[src/rtl/dxl_pkg.sv]
package dxl_pkg;
    localparam int VA_W    = 43;
    localparam int PA_W    = 44;
    localparam int PG_BITS = 13;
    localparam int PFN_W   = 35;
    localparam int RAW_W   = PFN_W + PG_BITS;
    localparam int VPN_W   = VA_W - PG_BITS;
    localparam int STAT_W  = 17;
    localparam int SP_LO   = 40;

    typedef enum logic [2:0] {
        FLT_NONE  = 3'd0,
        FLT_ACV   = 3'd1,
        FLT_FAULT = 3'd2,
        FLT_NMISS = 3'd3,
        FLT_PMISS = 3'd4,
        FLT_MCHK  = 3'd5
    } fault_e;

    typedef enum logic [1:0] {
        MODE_KERN = 2'd0,
        MODE_EXEC = 2'd1,
        MODE_SUPV = 2'd2,
        MODE_USER = 2'd3
    } mode_e;

    localparam int FB_WR   = 0;
    localparam int FB_ACV  = 1;
    localparam int FB_FOR  = 2;
    localparam int FB_FOW  = 3;
    localparam int FB_MISS = 4;
    localparam int FB_BADV = 5;

    typedef struct packed {
        logic [PA_W-1:0] pa;
        fault_e          code;
        logic [5:0]      flags;
    } xlate_t;

    function automatic logic [PA_W-1:0] sp_map(input logic [VA_W-1:0] va);
        logic [PA_W-1:0] p;
        p = {{(PA_W-VA_W){1'b0}}, va};
        if (p[39] || p[40]) p[PA_W-1:SP_LO] = '1;
        else                p[PA_W-1:SP_LO] = '0;
        return p;
    endfunction
endpackage

[src/rtl/dxl_mode_sel.sv]
module dxl_mode_sel
    import dxl_pkg::*;
(
    input  logic  priv_code,
    input  logic  req_alt,
    input  mode_e cur_mode,
    input  mode_e alt_mode,
    output mode_e eff_mode
);
    always_comb begin
        if (priv_code) eff_mode = req_alt ? alt_mode : MODE_KERN;
        else           eff_mode = cur_mode;
    end
endmodule

[src/rtl/dxl_xlate.sv]
module dxl_xlate
    import dxl_pkg::*;
(
    input  logic [VA_W-1:0]  va,
    input  logic             wr,
    input  logic             phys,
    input  logic             ptable,
    input  mode_e            cur_mode,
    input  mode_e            eff_mode,
    input  logic [1:0]       sp_enable,
    input  logic             hit,
    input  logic [PFN_W-1:0] pfn,
    input  logic [3:0]       rd_en,
    input  logic [3:0]       wr_en,
    input  logic             f_or,
    input  logic             f_ow,
    output xlate_t           res
);
    logic [RAW_W-1:0] raw;
    logic             is_sp;

    assign raw   = {pfn, va[PG_BITS-1:0]};
    assign is_sp = sp_enable[1] && (va[VA_W-1:VA_W-2] == 2'b10);

    always_comb begin
        res.pa    = '0;
        res.code  = FLT_NONE;
        res.flags = '0;
        if (phys) begin
            res.pa = {{(PA_W-VA_W){1'b0}}, va};
        end else if (is_sp) begin
            res.pa = sp_map(va);
            if (cur_mode != MODE_KERN) begin
                res.code          = FLT_ACV;
                res.flags[FB_WR]  = wr;
                res.flags[FB_ACV] = 1'b1;
            end
        end else if (!hit) begin
            res.code           = ptable ? FLT_PMISS : FLT_NMISS;
            res.flags[FB_WR]   = wr;
            res.flags[FB_MISS] = 1'b1;
        end else begin
            res.pa = raw[PA_W-1:0];
            if (wr) begin
                res.flags[FB_WR] = 1'b1;
                if (!wr_en[eff_mode]) begin
                    res.code          = FLT_FAULT;
                    res.flags[FB_ACV] = 1'b1;
                    res.flags[FB_FOW] = f_ow;
                end else if (f_ow) begin
                    res.code          = FLT_FAULT;
                    res.flags[FB_FOW] = 1'b1;
                end
            end else begin
                if (!rd_en[eff_mode]) begin
                    res.code          = FLT_ACV;
                    res.flags[FB_ACV] = 1'b1;
                    res.flags[FB_FOR] = f_or;
                end else if (f_or) begin
                    res.code          = FLT_FAULT;
                    res.flags[FB_FOR] = 1'b1;
                end
            end
            if (res.code == FLT_NONE && raw[RAW_W-1:PA_W] != '0)
                res.code = FLT_MCHK;
        end
    end
endmodule

[src/rtl/dxl_fault_regs.sv]
module dxl_fault_regs
    import dxl_pkg::*;
(
    input  logic              clk,
    input  logic              rst,
    input  logic              cap,
    input  logic              rd,
    input  logic [VA_W-1:0]   va_in,
    input  logic [STAT_W-1:0] stat_in,
    input  logic [PA_W-1:0]   form_in,
    output logic [VA_W-1:0]   va_q,
    output logic [STAT_W-1:0] stat_q,
    output logic [PA_W-1:0]   form_q,
    output logic              lock_q
);
    logic take;
    assign take = cap && !lock_q;

    always_ff @(posedge clk) begin
        if (rst) begin
            va_q   <= '0;
            stat_q <= '0;
            form_q <= '0;
            lock_q <= 1'b0;
        end else begin
            if (take) begin
                va_q   <= va_in;
                stat_q <= stat_in;
                form_q <= form_in;
                lock_q <= 1'b1;
            end else if (rd) begin
                lock_q <= 1'b0;
            end
        end
    end

    p_lock_sets_r9: assert property (@(posedge clk) disable iff (rst)
        (cap && !lock_q) |=> lock_q);
    p_lock_clears_r9: assert property (@(posedge clk) disable iff (rst)
        (lock_q && rd) |=> !lock_q);
    p_hold_r9: assert property (@(posedge clk) disable iff (rst)
        lock_q |=> ($stable(va_q) && $stable(stat_q) && $stable(form_q)));
endmodule

[src/rtl/dxlate_unit.sv]
module dxlate_unit
    import dxl_pkg::*;
(
    input  logic              clk,
    input  logic              rst,
    input  logic              req_valid,
    input  logic [VA_W-1:0]   req_va,
    input  logic              req_write,
    input  logic              req_phys,
    input  logic              req_alt,
    input  logic              req_ptable,
    input  logic [5:0]        req_opcode,
    input  logic [4:0]        req_reg,
    input  logic [1:0]        cur_mode,
    input  logic [1:0]        alt_mode,
    input  logic              priv_code,
    input  logic [1:0]        sp_enable,
    input  logic [PA_W-1:0]   ptbase,
    input  logic              tlb_hit,
    input  logic [PFN_W-1:0]  tlb_pfn,
    input  logic [3:0]        tlb_rd_en,
    input  logic [3:0]        tlb_wr_en,
    input  logic              tlb_for,
    input  logic              tlb_fow,
    input  logic              fva_read,
    output logic [PA_W-1:0]   pa,
    output logic              uncached,
    output logic [2:0]        fault_code,
    output logic [VA_W-1:0]   fault_va,
    output logic [STAT_W-1:0] fault_stat,
    output logic [PA_W-1:0]   fault_form,
    output logic              fault_locked
);
    mode_e             eff_mode;
    xlate_t            res;
    logic              cap;
    logic [STAT_W-1:0] stat_w;
    logic [PA_W-1:0]   form_w;

    dxl_mode_sel u_mode (
        .priv_code (priv_code),
        .req_alt   (req_alt),
        .cur_mode  (mode_e'(cur_mode)),
        .alt_mode  (mode_e'(alt_mode)),
        .eff_mode  (eff_mode)
    );

    dxl_xlate u_xlate (
        .va        (req_va),
        .wr        (req_write),
        .phys      (req_phys),
        .ptable    (req_ptable),
        .cur_mode  (mode_e'(cur_mode)),
        .eff_mode  (eff_mode),
        .sp_enable (sp_enable),
        .hit       (tlb_hit),
        .pfn       (tlb_pfn),
        .rd_en     (tlb_rd_en),
        .wr_en     (tlb_wr_en),
        .f_or      (tlb_for),
        .f_ow      (tlb_fow),
        .res       (res)
    );

    assign stat_w = {req_opcode, req_reg, res.flags};
    assign form_w = ptbase | ({{(PA_W-VPN_W){1'b0}}, req_va[VA_W-1:PG_BITS]} << 3);
    assign cap    = req_valid && (res.code inside {FLT_ACV, FLT_FAULT, FLT_NMISS, FLT_PMISS});

    dxl_fault_regs u_regs (
        .clk     (clk),
        .rst     (rst),
        .cap     (cap),
        .rd      (fva_read),
        .va_in   (req_va),
        .stat_in (stat_w),
        .form_in (form_w),
        .va_q    (fault_va),
        .stat_q  (fault_stat),
        .form_q  (fault_form),
        .lock_q  (fault_locked)
    );

    assign pa         = res.pa;
    assign fault_code = res.code;
    assign uncached   = (res.code == FLT_NONE) && (res.pa[39] || res.pa[40]);

    p_mchk_no_capture_r10: assert property (@(posedge clk) disable iff (rst)
        (req_valid && fault_code == 3'd5 && !fault_locked && !fva_read) |=> !fault_locked);

    always_comb begin
        if (!req_phys && sp_enable[1] && req_va[VA_W-1:VA_W-2] == 2'b10 && fault_code == 3'd0)
            p_sp_upper_r2: assert (pa[PA_W-1:SP_LO] == 4'h0 || pa[PA_W-1:SP_LO] == 4'hF);
    end
endmodule

[config.mk]
export PLATFORM = sky130hd
export DESIGN_NAME = dxlate_unit
export DESIGN_NICKNAME = d
export VERILOG_FILES = /design/src/rtl/dxl_pkg.sv /design/src/rtl/dxl_mode_sel.sv /design/src/rtl/dxl_xlate.sv /design/src/rtl/dxl_fault_regs.sv /design/src/rtl/dxlate_unit.sv
export SDC_FILE = /design/constraint.sdc
export NUM_CORES = 1
export LEC_CHECK = 0
export BUFFER_PORTS_ARGS = -buffer_cell sky130_fd_sc_hd__buf_2
export CORE_ASPECT_RATIO = 0.5
export CORE_MARGIN = 2
export CORE_UTILIZATION = 45
export DETAILED_ROUTE_END_ITERATION = 12
export GPL_TIMING_DRIVEN = 0
export PLACE_DENSITY = 0.8
export SYNTH_ARGS = -nofsm -noshare
export SYNTH_HDL_FRONTEND = slang
export SYNTH_SLANG_ARGS = --single-unit
[constraint.sdc]
create_clock -name clk -period 2.8 [get_ports clk]
set_input_delay 0.42 -clock clk [delete_from_list [all_inputs] [get_ports clk]]
set_output_delay 0.42 -clock clk [all_outputs]
set_load 0.005 [all_outputs]
==> impl_metrics.yaml, run 1 <==
status:
  status: "complete, no violations"
clocking:
  cts_sinks: 104
  clk_latency_ps: 330
  htreeDepth: 3
  postCtsSetupBuffers: 0
  cts_root_buf: "clkbuf_16"
  cts_tree: "done"
  cts_buffer_depth: 2
  clkTransAtPathRegs_ps: 70
  cts_buffers: 9
  hold_buffers: 0
timing:
  rsz0062_at_grt: "false"
  setup_viol: 0
  worst_pin_slew_ps: 560
  finalHoldViolCount: 0
  period_minus_slack_ps: 2650
  slew_viol_final: 0
  finClkSkew_ps: 5.72
  slew_headroom_pct: 62.6
  fmax_ghz: 0.378
  fin_crit_sh_pct: 94.5
power:
  swShare_pct: 27.8
  p_int_mw: 2.82
  powerDensity_nw_per_um2: 492
  combPwrFrac_pct: 25.0
  ir_worst_vdd_mv: 0.308
  switchingPower_mw: 1.09
  pwr-share-seq_pct: 42.7
  power_frac_clock_pct: 32.3
  power_mw: 3.90
  p_leak_nw: 4.04
floorplan:
  die-width_um: 166
  coreArea_um2: 12700
  pin_count: 312
  initial_core_util_pct: 46.3
  die-height_um: 84.9
  rows: 29
  dieArea_um2: 14100
detailed_routing:
  via_per_inst: 4.92
  wl_per_cell_um: 15.3
  drt_iter0_drc: 266
  drc: 0
  ant_nets: 0
  drt-pass1-iter-count: 4
  vias: 5716
  routed_wl_um: 17800
global_routing:
  grt_pass1_vias: 5608
  gr-usage-met1_pct: 30.4
  gr-usage-met3_pct: 5.27
  groute.usage.overall_pct: 24.5
  antenna_found_initial: 0
  gr-usage-met2_pct: 42.9
  overflow: 0
  grt_pass1_wl_um: 28000
  grt_max_degree: 20
  busiest_layer: "met2"
final_layout:
  final_cell_mix: "307 x buf_2, 173 x nand2b_1, 104 x dfxtp_1, 100 x mux2i_1, 60 x nand2_1"
  drive_gt1_share_pct: 39.4
  n_antenna_cell: 0
  final_core_util_pct: 62.5
  final_common_cell: "buf_2"
  layoutNonFillerInstCount: 1162
  syn_to_final_growth_pct: 34.8
  layout.nets: 1146
yosys:
  ys_seq_area_share_pct: 35.4
  synth_seq_cells: 104
  synth_area_um2: 5890
  ys_types: 41
  synthArstFlopShare_pct: 0
  synth-edff-count: 0
  avgSynthCellArea_um2: 8.78
  ys_warn_count: 0
  synth-main-ff-cell: "dfxtp_1"
  synth_fp_nets: 829
  synth_top_area_cell: "dfxtp_1"
  synth_top_cell_area_share_pct: 35.4
  synthCells: 670
  synth_area_leaders: "dfxtp_1 35%, nand2b_1 18%, mux2i_1 17%"
critical_path:
  cpMostUsedCell: "nand2_1"
  crit_slowest_cell: "clkbuf_2"
  critPathMaxFanout: 10
  r2r_cells: 6
  start_kind: "input port"
  arrival_ps: 2230
  timing.rr.start: "u_regs.lock_q"
  cp.required_ps: 2380
  slowest_delay_ps: 340
  path_class: "in2out"
  end_kind: "primary output"
  ff2ff_setup_slack_ps: 1070
  reg2reg_to: "u_regs.form_q[35]"
  critical_path.cell_chain: "buf_2 > nand3b_1 > nand2_1 > clkbuf_2 > clkbuf_2 > nand2_1 > nand2_1 > buf_4 > buf_2"
placed_design:
  post-dp-hpwl_um: 14000
  gp_congestion: 0.878
  port_buffers: 307
  placed_cells: 1147
worst_hold_path:
  min_path_cells: 3
  worstHoldPathType: "in2reg"
  hold_end: "u_regs.stat_q[14]"
  worstHoldStart: "req_opcode[3]"
job:
  maxCapViolations: 0
logic make-up (layout without fill, tap and decap cells):
kind of cell           after synthesis  in the layout  synth area share [%]
DFF                                104            104                  35.4
and+or+nand+nor                    304            304                  28.9
AOI/OAI and AO/OA                   61             61                  7.89
buffers and inverters               99            421                  10.6
muxes                              101            101                  17.2
other                                1              1                0.0637
final cells by class:
type | instances | area, um^2
clock buffer | 10 | 229
tap | 170 | 213
timing repair buffer | 307 | 1540
sequential | 104 | 2080
buffer | 94 | 613
clock inverter | 6 | 67.6
inverter | 4 | 15.0
fill | 1153 | 4760
multi-input combinational | 467 | 3180
metal layers:
metal / up-vias / part of all wire [%]
li1: 2798 / -
met1: 2684 / 44
met2: 201 / 48
met3: 33 / 5.0
met4: 0 / 2.4
met5: - / 0
power groups by stage:
stage / Clock [mW] / Combinational [mW] / Sequential, mW
finish: 1.26 / 0.977 / 1.67
global route: 1.34 / 1.06 / 1.68
CTS: 1.29 / 0.980 / 1.67
detailed placement: 0 / 0.976 / 1.70
global placement: 0 / 0.960 / 1.69
floorplan: 0 / 0.539 / 1.71
registers in the layout (all words and copies together) (netlist names):
name and count:
u_regs.stat_q 16, u_regs.va_q 43, u_regs.form_q 44, u_regs.lock_q 1
timing repair:
item | CTS | global route
gates cloned | 0 | 0
setup endpoints to repair | 20 | 27
resized for setup | 2 | 7
through the flow:
stage          TNS (ps)  cell area (um^2)  setup slack (ps)  hold WS [ps]
6_report              0              7940               153           338
5_1_grt               0              7940              2.92           337
4_1_cts               0              7930              6.83           324
3_5_place_dp      -5300              7630              -305           459
3_3_place_gp      -5770              7630              -313           456
2_1_floorplan         0              5890               383           465
cell usage after synthesis (2+ instances only):
master,count
mux2i_1,100
o211ai_1,3
nor4_1,2
dfxtp_1,104
o32ai_1,2
buf_6,8
and3_1,3
nor2b_1,17
nand2_1,60
nand2b_1,173
inv_1,4
clkbuf_1,33
nand3_1,34
nor3_1,2
o21bai_1,30
nor2_1,6
o31ai_1,2
and2_1,2
a32oi_2,2
o21ai_0,6
buf_1,3
a21oi_1,5
buf_4,51
critical path: cells and delay by family:
family	cells	cell delay [ps]
simple gates	4	810
buf+inv	5	990
worst max path at each step:
stage	slack, ps	from	end
final	150	req_va[41]	pa[31]
after detailed placement	-300	req_va[42]	pa[29]
after CTS	7	req_va[41]	pa[31]
after global placement	-310	req_va[42]	pa[31]
after global routing	3	req_va[41]	pa[31]
after floorplan	380	priv_code	u_regs.stat_q[4]
No activity file was read; power rests on OpenSTA's default activity.
==> inputs of run 2 (changes only) <==
CORE_UTILIZATION = 41   (was 45)
PLACE_DENSITY = 0.77   (was 0.8)
clock period = 2.2 ns   (was 2.8 ns; I/O delays follow)
==> run 2 against run 1 <==
Compared with the run above: register-to-register slack lost 790 ps; clock power grew 30%; die area grew 9.4%; non-clock buffer count grew 22; largest power group unchanged; clock skew grew 1.1 ps; the flow now finishes with violations (setup timing); worst setup slack lost 320 ps; cell count grew 3.7%; flip-flop and latch count is the same; via count grew 3.0%.
==> impl_metrics.yaml, run 2 (synthesis gave the netlist of run 1 again) <==
status:
  status: "finished with violations"
  violations: "setup timing"
placed_design:
  gp_congestion: 0.835
  port_buffers: 307
  dp_slack_ps: -821
  post-dp-hpwl_um: 14500
critical_path:
  arrival_ps: 2590
  critPathMaxFanout: 6
  start_kind: "input port"
  cp.required_ps: 2430
  end_kind: "flop"
  path_class: "in2reg"
timing:
  finalHoldViolCount: 0
  whs_ps: 238
  rsz0062_at_grt: "true"
  worst_pin_slew_ps: 623
  slew_viol_final: 0
  setup_viol: 106
  period_minus_slack_ps: 2370
  slew_headroom_pct: 58.4
  fin_crit_sh_pct: 108
  finClkSkew_ps: 6.78
  finalWorstSetupSlack_ps: -166
  fmax_ghz: 0.423
floorplan:
  pin_count: 312
  die-height_um: 88.7
  initial_core_util_pct: 42.7
  die-width_um: 173
  coreArea_um2: 13800
  rows: 30
  dieArea_um2: 15400
clocking:
  cts_tree: "done"
  cts_buffers: 9
  clk_latency_ps: 340
  htreeDepth: 3
  cts_buffer_depth: 2
  clkTransAtPathRegs_ps: 80
  cts_sinks: 104
  hold_buffers: 0
  cts_root_buf: "clkbuf_16"
detailed_routing:
  ant_nets: 0
  wl_per_cell_um: 16.1
  routed_wl_um: 19400
  drt-pass1-iter-count: 5
  via_per_inst: 4.89
  drc: 0
  vias: 5889
  drt_iter0_drc: 214
final_layout:
  top_register: "u_regs.form_q"
  drive_gt1_share_pct: 44.0
  n_antenna_cell: 0
  final_cell_mix: "301 x buf_2, 172 x nand2b_1, 104 x dfxtp_1, 99 x mux2i_1"
  fill_cells: 1210
  largest_register_ffs: 44
  reg_top3: "u_regs.form_q: 44 flops, u_regs.va_q: 43 flops, u_regs.stat_q: 16 flops"
  layout.nets: 1168
  syn_to_final_growth_pct: 47.0
  final_common_cell: "buf_2"
power:
  power_mw: 5.28
  ir_worst_vdd_mv: 0.443
  p_leak_nw: 4.32
  powerDensity_nw_per_um2: 610
worst_hold_path:
  worstHoldPathType: "in2reg"
global_routing:
  antenna_found_initial: 0
  overflow: 0
  groute.usage.overall_pct: 23.3
  grt_max_degree: 17
  grt_pass1_vias: 5659
  grt_pass1_wl_um: 28500
job:
  maxCapViolations: 0
[run 2: per-stage QoR]
stage	utilization, %	cell area [um^2]	setup TNS [ps]	std cells
floorplan	-	5950	-3810	670
global placement	56.1	7730	-59660	1169
detailed placement	56.1	7730	-65470	1169
CTS	60.0	8260	-36.7	1193
global route	62.8	8650	-14700	1205
finish	62.8	8650	-12750	1205
[run 2: final timing paths]
check | startpoint | end | slack (ps) | cells past startpoint
setup / recovery | priv_code | u_regs.form_q[10] | -170 | 11
hold / removal | ptbase[39] | u_regs.form_q[39] | 240 | 3
setup reg to reg | u_regs.lock_q | u_regs.form_q[34] | 280 | 6
hold reg to reg | u_regs.va_q[42] | u_regs.va_q[42] | 470 | 2
[run 2: worst max-delay path, cell delays in order]
cell       delay (ps)
buf_12            110
nand2b_4          140
and2_4            160
a311oi_4          360
nor4_2            120
o31a_1            360
a31o_4            240
a32o_2            310
clkbuf_16         190
clkbuf_16         160
mux2i_1           110
[run 2: cell type report]
cell class | instances | area [um^2] | share of cell area [%]
Sequential cell | 104 | 2080 | 24.1
Tap cell | 192 | 240 | 2.78
Clock inverter | 6 | 61.3 | 0.709
Inverter | 4 | 15.0 | 0.174
Buffer | 93 | 716 | 8.27
Multi-Input combinational cell | 467 | 3370 | 38.9
Timing Repair Buffer | 330 | 1940 | 22.5
Clock buffer | 9 | 225 | 2.60
[run 2: report_power, final]
group / switching, mW / internal, mW
clock network: 0.767 / 0.875
registers: 0.0792 / 2.04
logic: 0.668 / 0.847
[run 2: repair_timing]
action / in CTS / in global routing
hold endpoints to repair: 0 / 0
endpoints found under the setup margin: 141 / 145
gates resized for setup: 42 / 50
pin swaps: 12 / 9
buffers inserted: 9 / 4
cloned: 1 / 9
[run 2: per-layer routing]
layer,vias up,routed length (um),track usage [%]
li1,2854,-,-
met1,2783,8200,27.2
met2,219,9800,43.0
met3,33,1150,5.54
met4,0,291,7.40
met5,-,0,0
==> inputs of run 3 (changes only) <==
MAX_ROUTING_LAYER = met4   (was not set)
==> run 3 against run 2 <==
Compared with the run above: the flow still finishes with violations (setup timing); flip-flop and latch count is the same; first-iteration DRC count grew 13%; die area is the same; final area is essentially flat; sequential power is essentially flat; utilization is essentially flat; largest power group unchanged.
==> impl_metrics.yaml, run 3 (synthesis gave the netlist of run 1 again) <==
floorplan:
  rows: 30
  die-width_um: 173
  coreArea_um2: 13800
  dieArea_um2: 15400
  pin_count: 312
  initial_core_util_pct: 42.7
  die-height_um: 88.7
power:
  p_leak_nw: 4.33
  switchingPower_mw: 1.50
  p_int_mw: 3.77
  combPwrFrac_pct: 28.8
  pwr-share-seq_pct: 40.2
  powerDensity_nw_per_um2: 609
  ir_worst_vdd_mv: 0.442
  swShare_pct: 28.6
  power_frac_clock_pct: 31.0
detailed_routing:
  wl_per_cell_um: 16.1
  vias: 5868
  drc: 0
  drt_iter0_drc: 242
  routed_wl_um: 19400
  via_per_inst: 4.87
  ant_nets: 0
  drt-pass1-iter-count: 6
worst_hold_path:
  worstHoldStart: "ptbase[39]"
  worstHoldPathType: "in2reg"
timing:
  rsz0062_at_grt: "true"
  fmax_ghz: 0.430
  fin_crit_sh_pct: 106
  worst_pin_slew_ps: 597
  finClkSkew_ps: 6.64
  setup_viol: 105
  period_minus_slack_ps: 2330
  slew_headroom_pct: 60.2
  finalWorstSetupSlack_ps: -127
  slew_viol_final: 0
  finalHoldViolCount: 0
status:
  violations: "setup timing"
  status: "finished with violations"
placed_design:
  post-dp-hpwl_um: 14500
  port_buffers: 307
  placed_cells: 1169
  dp_slack_ps: -821
  gp_congestion: 0.848
global_routing:
  grt_pass1_wl_um: 28500
  grt_pass1_vias: 5647
  overflow: 0
  grt_max_degree: 17
  antenna_found_initial: 0
  groute.usage.overall_pct: 24.0
critical_path:
  cp.required_ps: 2430
  crit_start: "priv_code"
  critPathMaxFanout: 6
  start_kind: "input port"
  end_kind: "flop"
  path_class: "in2reg"
  timing.rr.start: "u_regs.lock_q"
  arrival_ps: 2560
final_layout:
  final_common_cell: "buf_2"
  final_cell_mix: "301 x buf_2, 172 x nand2b_1, 104 x dfxtp_1, 99 x mux2i_1"
  n_antenna_cell: 0
  layout.nets: 1169
  largest_register_ffs: 44
  syn_to_final_growth_pct: 47.0
  drive_gt1_share_pct: 44.0
  final_core_util_pct: 62.8
  fill_cells: 1208
  top_register: "u_regs.form_q"
  reg_top3: "u_regs.form_q: 44 flops, u_regs.va_q: 43 flops, u_regs.stat_q: 16 flops"
  layoutNonFillerInstCount: 1206
job:
  maxCapViolations: 0
clocking:
  cts_tree: "done"
  htreeDepth: 3
  cts_buffers: 9
  hold_buffers: 0
  clk_latency_ps: 340
  cts_sinks: 104
  clkTransAtPathRegs_ps: 80
  cts_root_buf: "clkbuf_16"
  cts_buffer_depth: 2
## run 3: final timing paths
kind                             to  slack, ps  cells past startpoint
setup reg to reg    u_regs.va_q[16]        270                      6
hold reg to reg     u_regs.va_q[42]        470                      2
setup / recovery  u_regs.form_q[10]       -130                     11
hold / removal    u_regs.form_q[39]        240                      3
## run 3: critical path, cell delays in order
cell and delay (ps):
buf_12 110, nand2b_4 140, and2_4 160, a311oi_4 340
nor4_2 120, o31a_1 350, a31o_4 240, a32o_2 300
clkbuf_16 190, clkbuf_16 160, mux2i_1 110
## run 3: final cells by class
class / instances / area, um^2 / area share (%)
Timing Repair Buffer: 331 / 1950 / 22.6
Clock buffer: 9 / 225 / 2.60
Sequential cell: 104 / 2080 / 24.1
Tap cell: 192 / 240 / 2.78
Multi-Input combinational cell: 467 / 3360 / 38.8
Inverter: 4 / 15.0 / 0.173
Buffer: 93 / 716 / 8.27
Clock inverter: 6 / 61.3 / 0.708
## run 3: layer usage
layer	global-route usage, %	vias to the layer above	routed length, um
met3	4.68	34	943
met1	27.7	2796	8410
li1	-	2851	-
met5	-	-	0
met2	43.2	187	9740
met4	7.09	0	322
## run 3: power by group through the flow
stage	sequential, mW	combinational, mW	clock (mW)
floorplan	2.17	0.701	0
global placement	2.16	1.24	0
detailed placement	2.16	1.27	0
CTS	2.12	1.35	1.67
global route	2.14	1.63	1.73
finish	2.12	1.52	1.63
## run 3: through the flow
step | hold WS, ps | TNS (ps) | power (mW) | cell area [um^2]
2_1_floorplan | 465 | -3810 | 2.88 | 5950
3_3_place_gp | 456 | -59660 | 3.40 | 7730
3_5_place_dp | 460 | -65470 | 3.43 | 7730
4_1_cts | 231 | -36.7 | 5.13 | 8260
5_1_grt | 241 | -14050 | 5.50 | 8650
6_report | 240 | -9190 | 5.27 | 8650
## run 3: what timing repair did
action	CTS	global route
endpoints found under the setup margin	141	145
gates cloned	1	9
pin swaps	12	8
buffers inserted	9	5
gates resized for setup	42	50
